==> src/rtl/sram_ctrl_pkg.sv <==
package sram_ctrl_pkg;

    typedef enum logic [2:0] {
        ST_IDLE     = 3'd0,
        ST_WR_PULSE = 3'd1,
        ST_WR_END   = 3'd2,
        ST_RD_TURN  = 3'd3,
        ST_RD_ACC   = 3'd4
    } seq_state_e;

    function automatic int unsigned max_u(input int unsigned a, input int unsigned b);
        return (a > b) ? a : b;
    endfunction

endpackage

==> src/rtl/sram_phase_timer.sv <==
module sram_phase_timer #(
    parameter int CNT_W = 3
) (
    input  logic             clk,
    input  logic             rst_n,
    input  logic             load,
    input  logic [CNT_W-1:0] load_val,
    output logic             expired
);

    logic [CNT_W-1:0] cnt_d, cnt_q;

    always_comb begin
        cnt_d = cnt_q;
        if (load) begin
            cnt_d = load_val;
        end else if (cnt_q != '0) begin
            cnt_d = cnt_q - 1'b1;
        end
    end

    always_ff @(posedge clk or negedge rst_n) begin
        if (!rst_n) cnt_q <= '0;
        else        cnt_q <= cnt_d;
    end

    assign expired = (cnt_q == '0);

endmodule

==> src/rtl/sram_rd_capture.sv <==
module sram_rd_capture #(
    parameter int DATA_W = 8
) (
    input  logic              clk,
    input  logic              rst_n,
    input  logic              capture_en,
    input  logic [DATA_W-1:0] bus_in,
    output logic              rd_valid,
    output logic [DATA_W-1:0] rd_data
);

    typedef struct packed {
        logic              vld;
        logic [DATA_W-1:0] data;
    } cap_t;

    cap_t cap_d, cap_q;

    always_comb begin
        cap_d     = cap_q;
        cap_d.vld = capture_en;
        if (capture_en) cap_d.data = bus_in;
    end

    always_ff @(posedge clk or negedge rst_n) begin
        if (!rst_n) cap_q <= '0;
        else        cap_q <= cap_d;
    end

    assign rd_valid = cap_q.vld;
    assign rd_data  = cap_q.data;

    // read-valid lasts a single cycle
    p_rdvalid_pulse_r8: assert property (@(posedge clk) disable iff (!rst_n)
        cap_q.vld |=> !cap_q.vld);

endmodule

==> src/rtl/sram_seq_fsm.sv <==
module sram_seq_fsm
    import sram_ctrl_pkg::*;
#(
    parameter int ADDR_W = 17,
    parameter int DATA_W = 8,
    parameter int WE_LEN = 2,
    parameter int RD_CYC = 2,
    parameter int CNT_W  = 2
) (
    input  logic              clk,
    input  logic              rst_n,
    input  logic              req_valid,
    input  logic              req_write,
    input  logic [ADDR_W-1:0] req_addr,
    input  logic [DATA_W-1:0] req_wdata,
    input  logic              timer_expired,
    output logic              timer_load,
    output logic [CNT_W-1:0]  timer_val,
    output logic              capture_en,
    output logic              req_ready,
    output logic [ADDR_W-1:0] sram_addr,
    output logic              sram_cs_n,
    output logic              sram_oe_n,
    output logic              sram_we_n,
    output logic [DATA_W-1:0] sram_dq_out,
    output logic              sram_dq_oe
);

    localparam logic [CNT_W-1:0] WE_LOAD = CNT_W'(WE_LEN - 1);
    localparam logic [CNT_W-1:0] RD_LOAD = CNT_W'(RD_CYC - 1);

    typedef struct packed {
        seq_state_e        st;
        logic [ADDR_W-1:0] addr;
        logic [DATA_W-1:0] wdata;
        logic              cs_n;
        logic              oe_n;
        logic              we_n;
        logic              dq_oe;
    } seq_regs_t;

    seq_regs_t s_d, s_q;

    always_comb begin
        s_d        = s_q;
        timer_load = 1'b0;
        timer_val  = '0;
        capture_en = 1'b0;
        unique case (s_q.st)
            ST_IDLE: begin
                if (req_valid) begin
                    s_d.addr = req_addr;
                    s_d.cs_n = 1'b0;
                    if (req_write) begin
                        s_d.st     = ST_WR_PULSE;
                        s_d.wdata  = req_wdata;
                        s_d.we_n   = 1'b0;
                        s_d.dq_oe  = 1'b1;
                        timer_load = 1'b1;
                        timer_val  = WE_LOAD;
                    end else begin
                        s_d.st = ST_RD_TURN;
                    end
                end
            end
            ST_WR_PULSE: begin
                if (timer_expired) begin
                    s_d.st   = ST_WR_END;
                    s_d.we_n = 1'b1;
                end
            end
            ST_WR_END: begin
                s_d.st    = ST_IDLE;
                s_d.cs_n  = 1'b1;
                s_d.dq_oe = 1'b0;
            end
            ST_RD_TURN: begin
                s_d.st     = ST_RD_ACC;
                s_d.oe_n   = 1'b0;
                timer_load = 1'b1;
                timer_val  = RD_LOAD;
            end
            ST_RD_ACC: begin
                if (timer_expired) begin
                    capture_en = 1'b1;
                    s_d.st     = ST_IDLE;
                    s_d.oe_n   = 1'b1;
                    s_d.cs_n   = 1'b1;
                end
            end
            default: begin
                s_d.st    = ST_IDLE;
                s_d.cs_n  = 1'b1;
                s_d.oe_n  = 1'b1;
                s_d.we_n  = 1'b1;
                s_d.dq_oe = 1'b0;
            end
        endcase
    end

    always_ff @(posedge clk or negedge rst_n) begin
        if (!rst_n) begin
            s_q       <= '0;
            s_q.st    <= ST_IDLE;
            s_q.cs_n  <= 1'b1;
            s_q.oe_n  <= 1'b1;
            s_q.we_n  <= 1'b1;
            s_q.dq_oe <= 1'b0;
        end else begin
            s_q <= s_d;
        end
    end

    assign req_ready   = (s_q.st == ST_IDLE);
    assign sram_addr   = s_q.addr;
    assign sram_cs_n   = s_q.cs_n;
    assign sram_oe_n   = s_q.oe_n;
    assign sram_we_n   = s_q.we_n;
    assign sram_dq_out = s_q.wdata;
    assign sram_dq_oe  = s_q.dq_oe;

    // ready only with the RAM deselected
    p_ready_standby_r2: assert property (@(posedge clk) disable iff (!rst_n)
        req_ready |-> sram_cs_n);

    // output enable low only with WE high and the bus released
    p_oe_excl_r4: assert property (@(posedge clk) disable iff (!rst_n)
        !sram_oe_n |-> (sram_we_n && !sram_dq_oe));

    // a write strobe only inside chip select
    p_we_in_cs_r3: assert property (@(posedge clk) disable iff (!rst_n)
        !sram_we_n |-> !sram_cs_n);

    // address steady while selected
    p_addr_stable_r5: assert property (@(posedge clk) disable iff (!rst_n)
        (!sram_cs_n && $past(!sram_cs_n)) |-> $stable(sram_addr));

    // data still driven in the cycle write enable rises
    p_data_hold_r5: assert property (@(posedge clk) disable iff (!rst_n)
        ($rose(sram_we_n) && !sram_cs_n) |-> (sram_dq_oe && $stable(sram_dq_out)));

    // output enable falls only after a cycle with the bus released
    p_turnaround_r6: assert property (@(posedge clk) disable iff (!rst_n)
        $fell(sram_oe_n) |-> $past(!sram_cs_n && !sram_dq_oe && sram_we_n));

endmodule

==> src/rtl/sram_ctrl.sv <==
module sram_ctrl
    import sram_ctrl_pkg::*;
#(
    parameter int ADDR_W = 17,
    parameter int DATA_W = 8,
    parameter int RD_CYC = 2,
    parameter int WP_CYC = 2,
    parameter int DS_CYC = 1
) (
    input  logic              clk,
    input  logic              rst_n,
    input  logic              req_valid,
    output logic              req_ready,
    input  logic              req_write,
    input  logic [ADDR_W-1:0] req_addr,
    input  logic [DATA_W-1:0] req_wdata,
    output logic              rd_valid,
    output logic [DATA_W-1:0] rd_data,
    output logic [ADDR_W-1:0] sram_addr,
    output logic              sram_cs_n,
    output logic              sram_oe_n,
    output logic              sram_we_n,
    output logic [DATA_W-1:0] sram_dq_out,
    output logic              sram_dq_oe,
    input  logic [DATA_W-1:0] sram_dq_in
);

    localparam int WE_LEN  = int'(max_u(WP_CYC, DS_CYC));
    localparam int MAX_LEN = int'(max_u(WE_LEN, RD_CYC));
    localparam int CNT_W   = $clog2(MAX_LEN + 1);

    logic             timer_load;
    logic [CNT_W-1:0] timer_val;
    logic             timer_expired;
    logic             capture_en;

    sram_seq_fsm #(
        .ADDR_W (ADDR_W),
        .DATA_W (DATA_W),
        .WE_LEN (WE_LEN),
        .RD_CYC (RD_CYC),
        .CNT_W  (CNT_W)
    ) u_fsm (
        .clk           (clk),
        .rst_n         (rst_n),
        .req_valid     (req_valid),
        .req_write     (req_write),
        .req_addr      (req_addr),
        .req_wdata     (req_wdata),
        .timer_expired (timer_expired),
        .timer_load    (timer_load),
        .timer_val     (timer_val),
        .capture_en    (capture_en),
        .req_ready     (req_ready),
        .sram_addr     (sram_addr),
        .sram_cs_n     (sram_cs_n),
        .sram_oe_n     (sram_oe_n),
        .sram_we_n     (sram_we_n),
        .sram_dq_out   (sram_dq_out),
        .sram_dq_oe    (sram_dq_oe)
    );

    sram_phase_timer #(
        .CNT_W (CNT_W)
    ) u_timer (
        .clk      (clk),
        .rst_n    (rst_n),
        .load     (timer_load),
        .load_val (timer_val),
        .expired  (timer_expired)
    );

    sram_rd_capture #(
        .DATA_W (DATA_W)
    ) u_cap (
        .clk        (clk),
        .rst_n      (rst_n),
        .capture_en (capture_en),
        .bus_in     (sram_dq_in),
        .rd_valid   (rd_valid),
        .rd_data    (rd_data)
    );

    // a capture happens only while the RAM is being read
    p_capture_in_read_r8: assert property (@(posedge clk) disable iff (!rst_n)
        capture_en |-> (!sram_cs_n && !sram_oe_n));

    // no operation starts while one runs
    p_no_restart_r10: assert property (@(posedge clk) disable iff (!rst_n)
        (!req_ready && !sram_cs_n) |=> (sram_cs_n || $stable(sram_addr)));

endmodule

==> config.mk <==
export PLATFORM = sky130hd
export DESIGN_NAME = sram_ctrl
export DESIGN_NICKNAME = d
export VERILOG_FILES = /design/src/rtl/sram_ctrl_pkg.sv /design/src/rtl/sram_phase_timer.sv /design/src/rtl/sram_rd_capture.sv /design/src/rtl/sram_seq_fsm.sv /design/src/rtl/sram_ctrl.sv
export SDC_FILE = /design/constraint.sdc
export NUM_CORES = 1
export LEC_CHECK = 0
export ABC_AREA = 1
export BUFFER_PORTS_ARGS = -buffer_cell sky130_fd_sc_hd__buf_2
export CORE_UTILIZATION = 40
export CTS_CLUSTER_SIZE = 40
export DETAILED_ROUTE_END_ITERATION = 10
export PLACE_DENSITY = 0.69
export SETUP_SLACK_MARGIN = 0.3
export SLEW_MARGIN = 10
export SYNTH_ARGS = -nofsm -noshare
export SYNTH_HDL_FRONTEND = slang
export SYNTH_SLANG_ARGS = --single-unit
==> constraint.sdc <==
create_clock -name clk -period 1.7 [get_ports clk]
set_clock_uncertainty 0.1 [all_clocks]
set_input_delay 0.17 -clock clk [delete_from_list [all_inputs] [get_ports clk]]
set_output_delay 0.17 -clock clk [all_outputs]
set_load 0.05 [all_outputs]
# After elaboration in Yosys (flattened, before gate mapping)
# Cells that the tools add are included.
# word_totals
reg_bits	43
input_bits	37
elab_cells	62
# op_classes
addsub	1
n_eq_ne	8
muxes	24
bitwise_logic	4
n_reduce_logical	15
# ops
cell	count
$mux 29	1
$mux 2	7
$pmux 3 s4	1
$reduce_and 3->1	4
$pmux 1 s3	3
$reduce_or 3->1	3
$mux 8	1
$eq 3x2->1 const B	2
$mux 1	6
$mux 3	2
$ne 2x2->1 const B	3
$not 1->1	4
$pmux 1 s2	2
$pmux 2 s2	1
$reduce_and 2->1	2
$reduce_and 4->1	1
$reduce_bool 2->1	2
$eq 3x1->1 const B	1
$eq 3x3->1 const B	1
$logic_not 3->1	1
$logic_not 2->1	1
$ne 2x1->1 const B	1
$reduce_or 2->1	1
$sub 2x1->2 const B	1

# Depth between registers and ports, before layout
# depth
depth_word	4
mapped_depth	9
ltp_nobuf	7

# By module
# Synthesis repeated with hierarchy kept, for this count alone.
# unflattened
hier_cells	237
area_unflattened_um2	2020.7
# modules_own_cells
module	instances	cells_each	area_per_inst_um2
sram_seq_fsm	1	185	1570.3
sram_rd_capture	1	35	330.3
sram_phase_timer	1	17	120.1

# Least setup slack after synthesis
# No wires, ideal clock.
# synth_timing
kind	register to register
startpoint	register u_fsm.s_q[30] (netlist bit)
endpoint	register u_fsm.s_q (netlist bit u_fsm.sram_cs_n)
setup_time_ns	0.061
t_arrival_ns	1.297
required_time_ns	1.539
path_slack_ns	0.243
stages_incl_launch_ff	8
path_buffers	0
synth_period_minus_slack_ns	1.457
cell_sequence	dfrtp_1 nor2_4 nand2_4 inv_1 nand2_1 nand3_1 nand2_1 nand2_1
# synth_between
word_cells_on_any_way	10
classes_between	5 x eq/ne; 1 x mux; 1 x bitwise; 3 x reduce/logical
# synth_rtl
item	line_no	text
from (decl)	sram_seq_fsm.sv:42	seq_regs_t s_d, s_q;
$logic_not 3->1 (*)	--	
via req_ready	sram_ctrl.sv:13	output logic req_ready,
$ne 2x2->1 (no line)	--	
$reduce_and 3->1 (no line)	--	
# Mark *: on every way through the listed nets, which the timed path passes. The rest lies on a longest branch.
# A chain may end at the register's enable or synchronous reset.

# Final worst setup path
# layout_timing
startpoint	register u_fsm.s_q[29] (netlist bit)
endpoint	output req_ready
# layout_between
elab_chain_len	1
# layout_lines
item	line_no	text
$logic_not 3->1	sram_seq_fsm.sv:114	assign req_ready = (s_q.st == ST_IDLE);
to (decl)	sram_ctrl.sv:13	
# No other way between the ends.

==> results.json <==
{
  "outcome": "completed",
  "period_needed_ns": 1.45,
  "wl_per_cell_microns": 11.6,
  "synth.distinct_cells": 20,
  "path_max_fanout": 4,
  "startpoint": "u_fsm.s_q[29]$_DFFE_PN0P_",
  "port_buffers": 75,
  "cts_made_buffers": 5,
  "drt_iter0_drc": 60,
  "yosysSeqAreaShare_pct": 55.5,
  "grt_max_degree": 26,
  "design.die.area_sq_mm": 0.00515,
  "synthArstFlopShare_pct": 100,
  "syn_nets": 261,
  "gp_congestion": 0.767,
  "synthXorXnorAreaFrac_pct": 0.450,
  "finalSetupTns_ns": 0,
  "slew_violations": 0,
  "synth_compound_area_share_pct": 1.99,
  "ios": 76,
  "reg2regPathDepth": 7,
  "required_ns": 1.43,
  "area_growth_pct": 43.9,
  "dp_hpwl_mm": 2.61,
  "hp-start": "req_write",
  "overflow": 0,
  "htreeDepth": 2,
  "r2r_slack_ns": 0.27,
  "max-vdd-ir-drop_uv": 1230,
  "insertedDiodeCount": 0,
  "cts_num_sinks": 43,
  "first_pass_iters": 4,
  "syn-instance-count": 223,
  "viasPerCell": 4.53,
  "cts_max_path_buffers": 2,
  "fmax_ghz": 0.690,
  "final.period_utilization_pct": 85.3,
  "synth_most_common_cell": "nand2_1",
  "worstReg2RegEnd": "u_fsm.sram_addr[10]$_DFFE_PN0P_",
  "nets": 360,
  "first_global_vias": 1567,
  "setup_violations": 0,
  "p_total_mw": 6.08,
  "fp-row-count": 25,
  "num_vias": 1708,
  "clkTransAtPathRegs_ns": 0.08,
  "synth_ff_type": "dfrtp_1",
  "slew-limit-headroom_pct": 69.2,
  "grt_usage_pct": 17.7,
  "ant_nets": 0,
  "yosys.area.top_type": "dfrtp_1",
  "core-area_sq_mm": 0.00469,
  "yosys_warnings": 0,
  "die_h_microns": 71.7,
  "max-cap-violations": 0,
  "synth_top_family_by_area": "simple AND/OR/NAND/NOR gates",
  "min_path_type": "in2reg",
  "synthAdderAreaFrac_pct": 0.643,
  "post-route-drc-count": 0,
  "syn_avg_cell_area_sq_um": 8.72,
  "yosys.area_share.simple_pct": 26.7,
  "antenna_found_initial": 0,
  "critPathKind": "reg2out",
  "yosys-top-cells-count": "nand2_1, dfrtp_1, buf_4, inv_1, nand3_1",
  "wirelength_mm": 4.38,
  "worstPathArrival_ns": 1.18,
  "synth_edf_count": 0,
  "nFillCells": 411,
  "leakage_nw": 1.55,
  "grt_pass1_wl_mm": 7.04,
  "power_density_mw_per_mm2": 2170,
  "die_x_microns": 71.7,
  "synthTopCellsByArea": "dfrtp_1, nand2_1, buf_4",
  "clock_tree.root_cell": "clkbuf_8",
  "clk_latency_ns": 0.30,
  "rsz0062_at_grt": "true",
  "endpoint": "req_ready",
  "synthMuxAreaShare_pct": 0,
  "startpoint_type": "flop",
  "worstMarginPinSlew_ns": 0.461,
  "r2r_start": "u_fsm.s_q[29]$_DFFE_PN0P_",
  "yosysTopAreaCellShare_pct": 51.4,
  "finalHoldViolCount": 0,
  "synth.ff_latch_count": 43,
  "end_kind": "primary output",
  "start_util_pct": 41.5,
  "cts_tree": "yes",
  "layout-drive-gt1-share_pct": 38.1,
  "syn_area_sq_mm": 0.00195
}
state kept, by name, summed over array words and instances (netlist names):
register and count:
u_fsm.sram_addr 17, u_fsm.s_q 3, u_fsm.sram_we_n 1, u_cap.rd_data 8, u_fsm.sram_dq_out 8, u_fsm.sram_oe_n 1
u_timer.cnt_q 2, u_cap.rd_valid 1, u_fsm.sram_dq_oe 1, u_fsm.sram_cs_n 1
layout make-up:
cell class / instances / area [sq um] / area share (%)
flip-flops and latches: 43 / 1080 / 38.6
clock buffers: 5 / 68.8 / 2.46
well taps: 54 / 67.6 / 2.41
multi-input cells: 136 / 636 / 22.7
repair buffers: 120 / 843 / 30.1
repair inverters: 1 / 5.00 / 0.179
clock inverters: 3 / 23.8 / 0.849
inverters: 15 / 73.8 / 2.64
through the flow:
step,area (sq um),util [%],instances,hold slack (ns),setup WS (ns)
after floorplan,1950,-,223,-0.226,0.296
after global placement,2200,46.9,325,0.0481,0.263
after detailed placement,2200,46.9,325,0.0617,0.243
after CTS,2690,57.3,373,0.120,0.236
after global routing,2800,59.7,377,0.175,0.203
final,2800,59.7,377,0.156,0.250
worst max-delay path, cell delays in order (launching register included):
cell and delay (ns):
dfrtp_1 0.42, nor2_4 0.15, nand2_4 0.09, clkinvlp_4 0.09, buf_8 0.14
power breakdown:
group          internal, mW  switching, mW  total, mW
logic                  1.03           2.58       3.60
clock network         0.294          0.381      0.675
registers              1.53          0.275       1.81
total                  2.85           3.23       6.08
placed cells by master, fill, tap and decap left out, types with 2 or more instances in the layout:
cell           count
buf_6              2
nor2_4             2
dlygate4sd3_1     34
buf_4              7
nand3_1            7
buf_2             73
nand2_4            3
nand2_2           12
clkinvlp_4         3
nand2_1           95
clkinv_2           2
dfrtp_1           39
a21oi_1            5
nor2_1             6
dfstp_2            3
buf_12             2
inv_1             11
clkbuf_8           5
what timing repair did:
| item | in CTS | in global routing |
|---|---|---|
| hold buffers | 34 | 0 |
| buffers inserted | 6 | 2 |
| cloned | 0 | 2 |
| hold endpoints to repair | 49 | 0 |
| endpoints found under the setup margin | 28 | 32 |
| pin swaps | 2 | 3 |
| resized for setup | 5 | 28 |
how the worst min path moves through the flow:
stage | cells past startpoint | end
floorplan | 0 | u_cap.rd_data[0]$_DFFE_PN0P_
global placement | 1 | u_fsm.sram_dq_out[7]$_DFFE_PN0P_
detailed placement | 1 | u_fsm.sram_dq_out[7]$_DFFE_PN0P_
CTS | 4 | u_fsm.s_q[30]$_DFFE_PN0P_
global route | 4 | u_fsm.s_q[30]$_DFFE_PN0P_
finish | 4 | u_fsm.s_q[30]$_DFFE_PN0P_
layer usage:
| layer | vias up | track usage [%] | wire length, microns |
|---|---|---|---|
| met3 | 6 | 4.22 | 197 |
| met5 | - | 0 | 0 |
| met2 | 55 | 30.1 | 2240 |
| li1 | 847 | - | - |
| met1 | 800 | 21.8 | 1870 |
| met4 | 0 | 6.54 | 73 |
logic make-up (layout without fill, tap and decap cells):
group                    count (synthesis)  after routing
buffers and inverters                   45            144
adder cells (fa/ha/maj)                  1              1
AO/OA/AOI/OAI                            7              7
XOR/XNOR                                 1              1
AND/OR/NAND/NOR                        126            127
flip-flops                              43             43
Power figures use the tool's default switching activity.
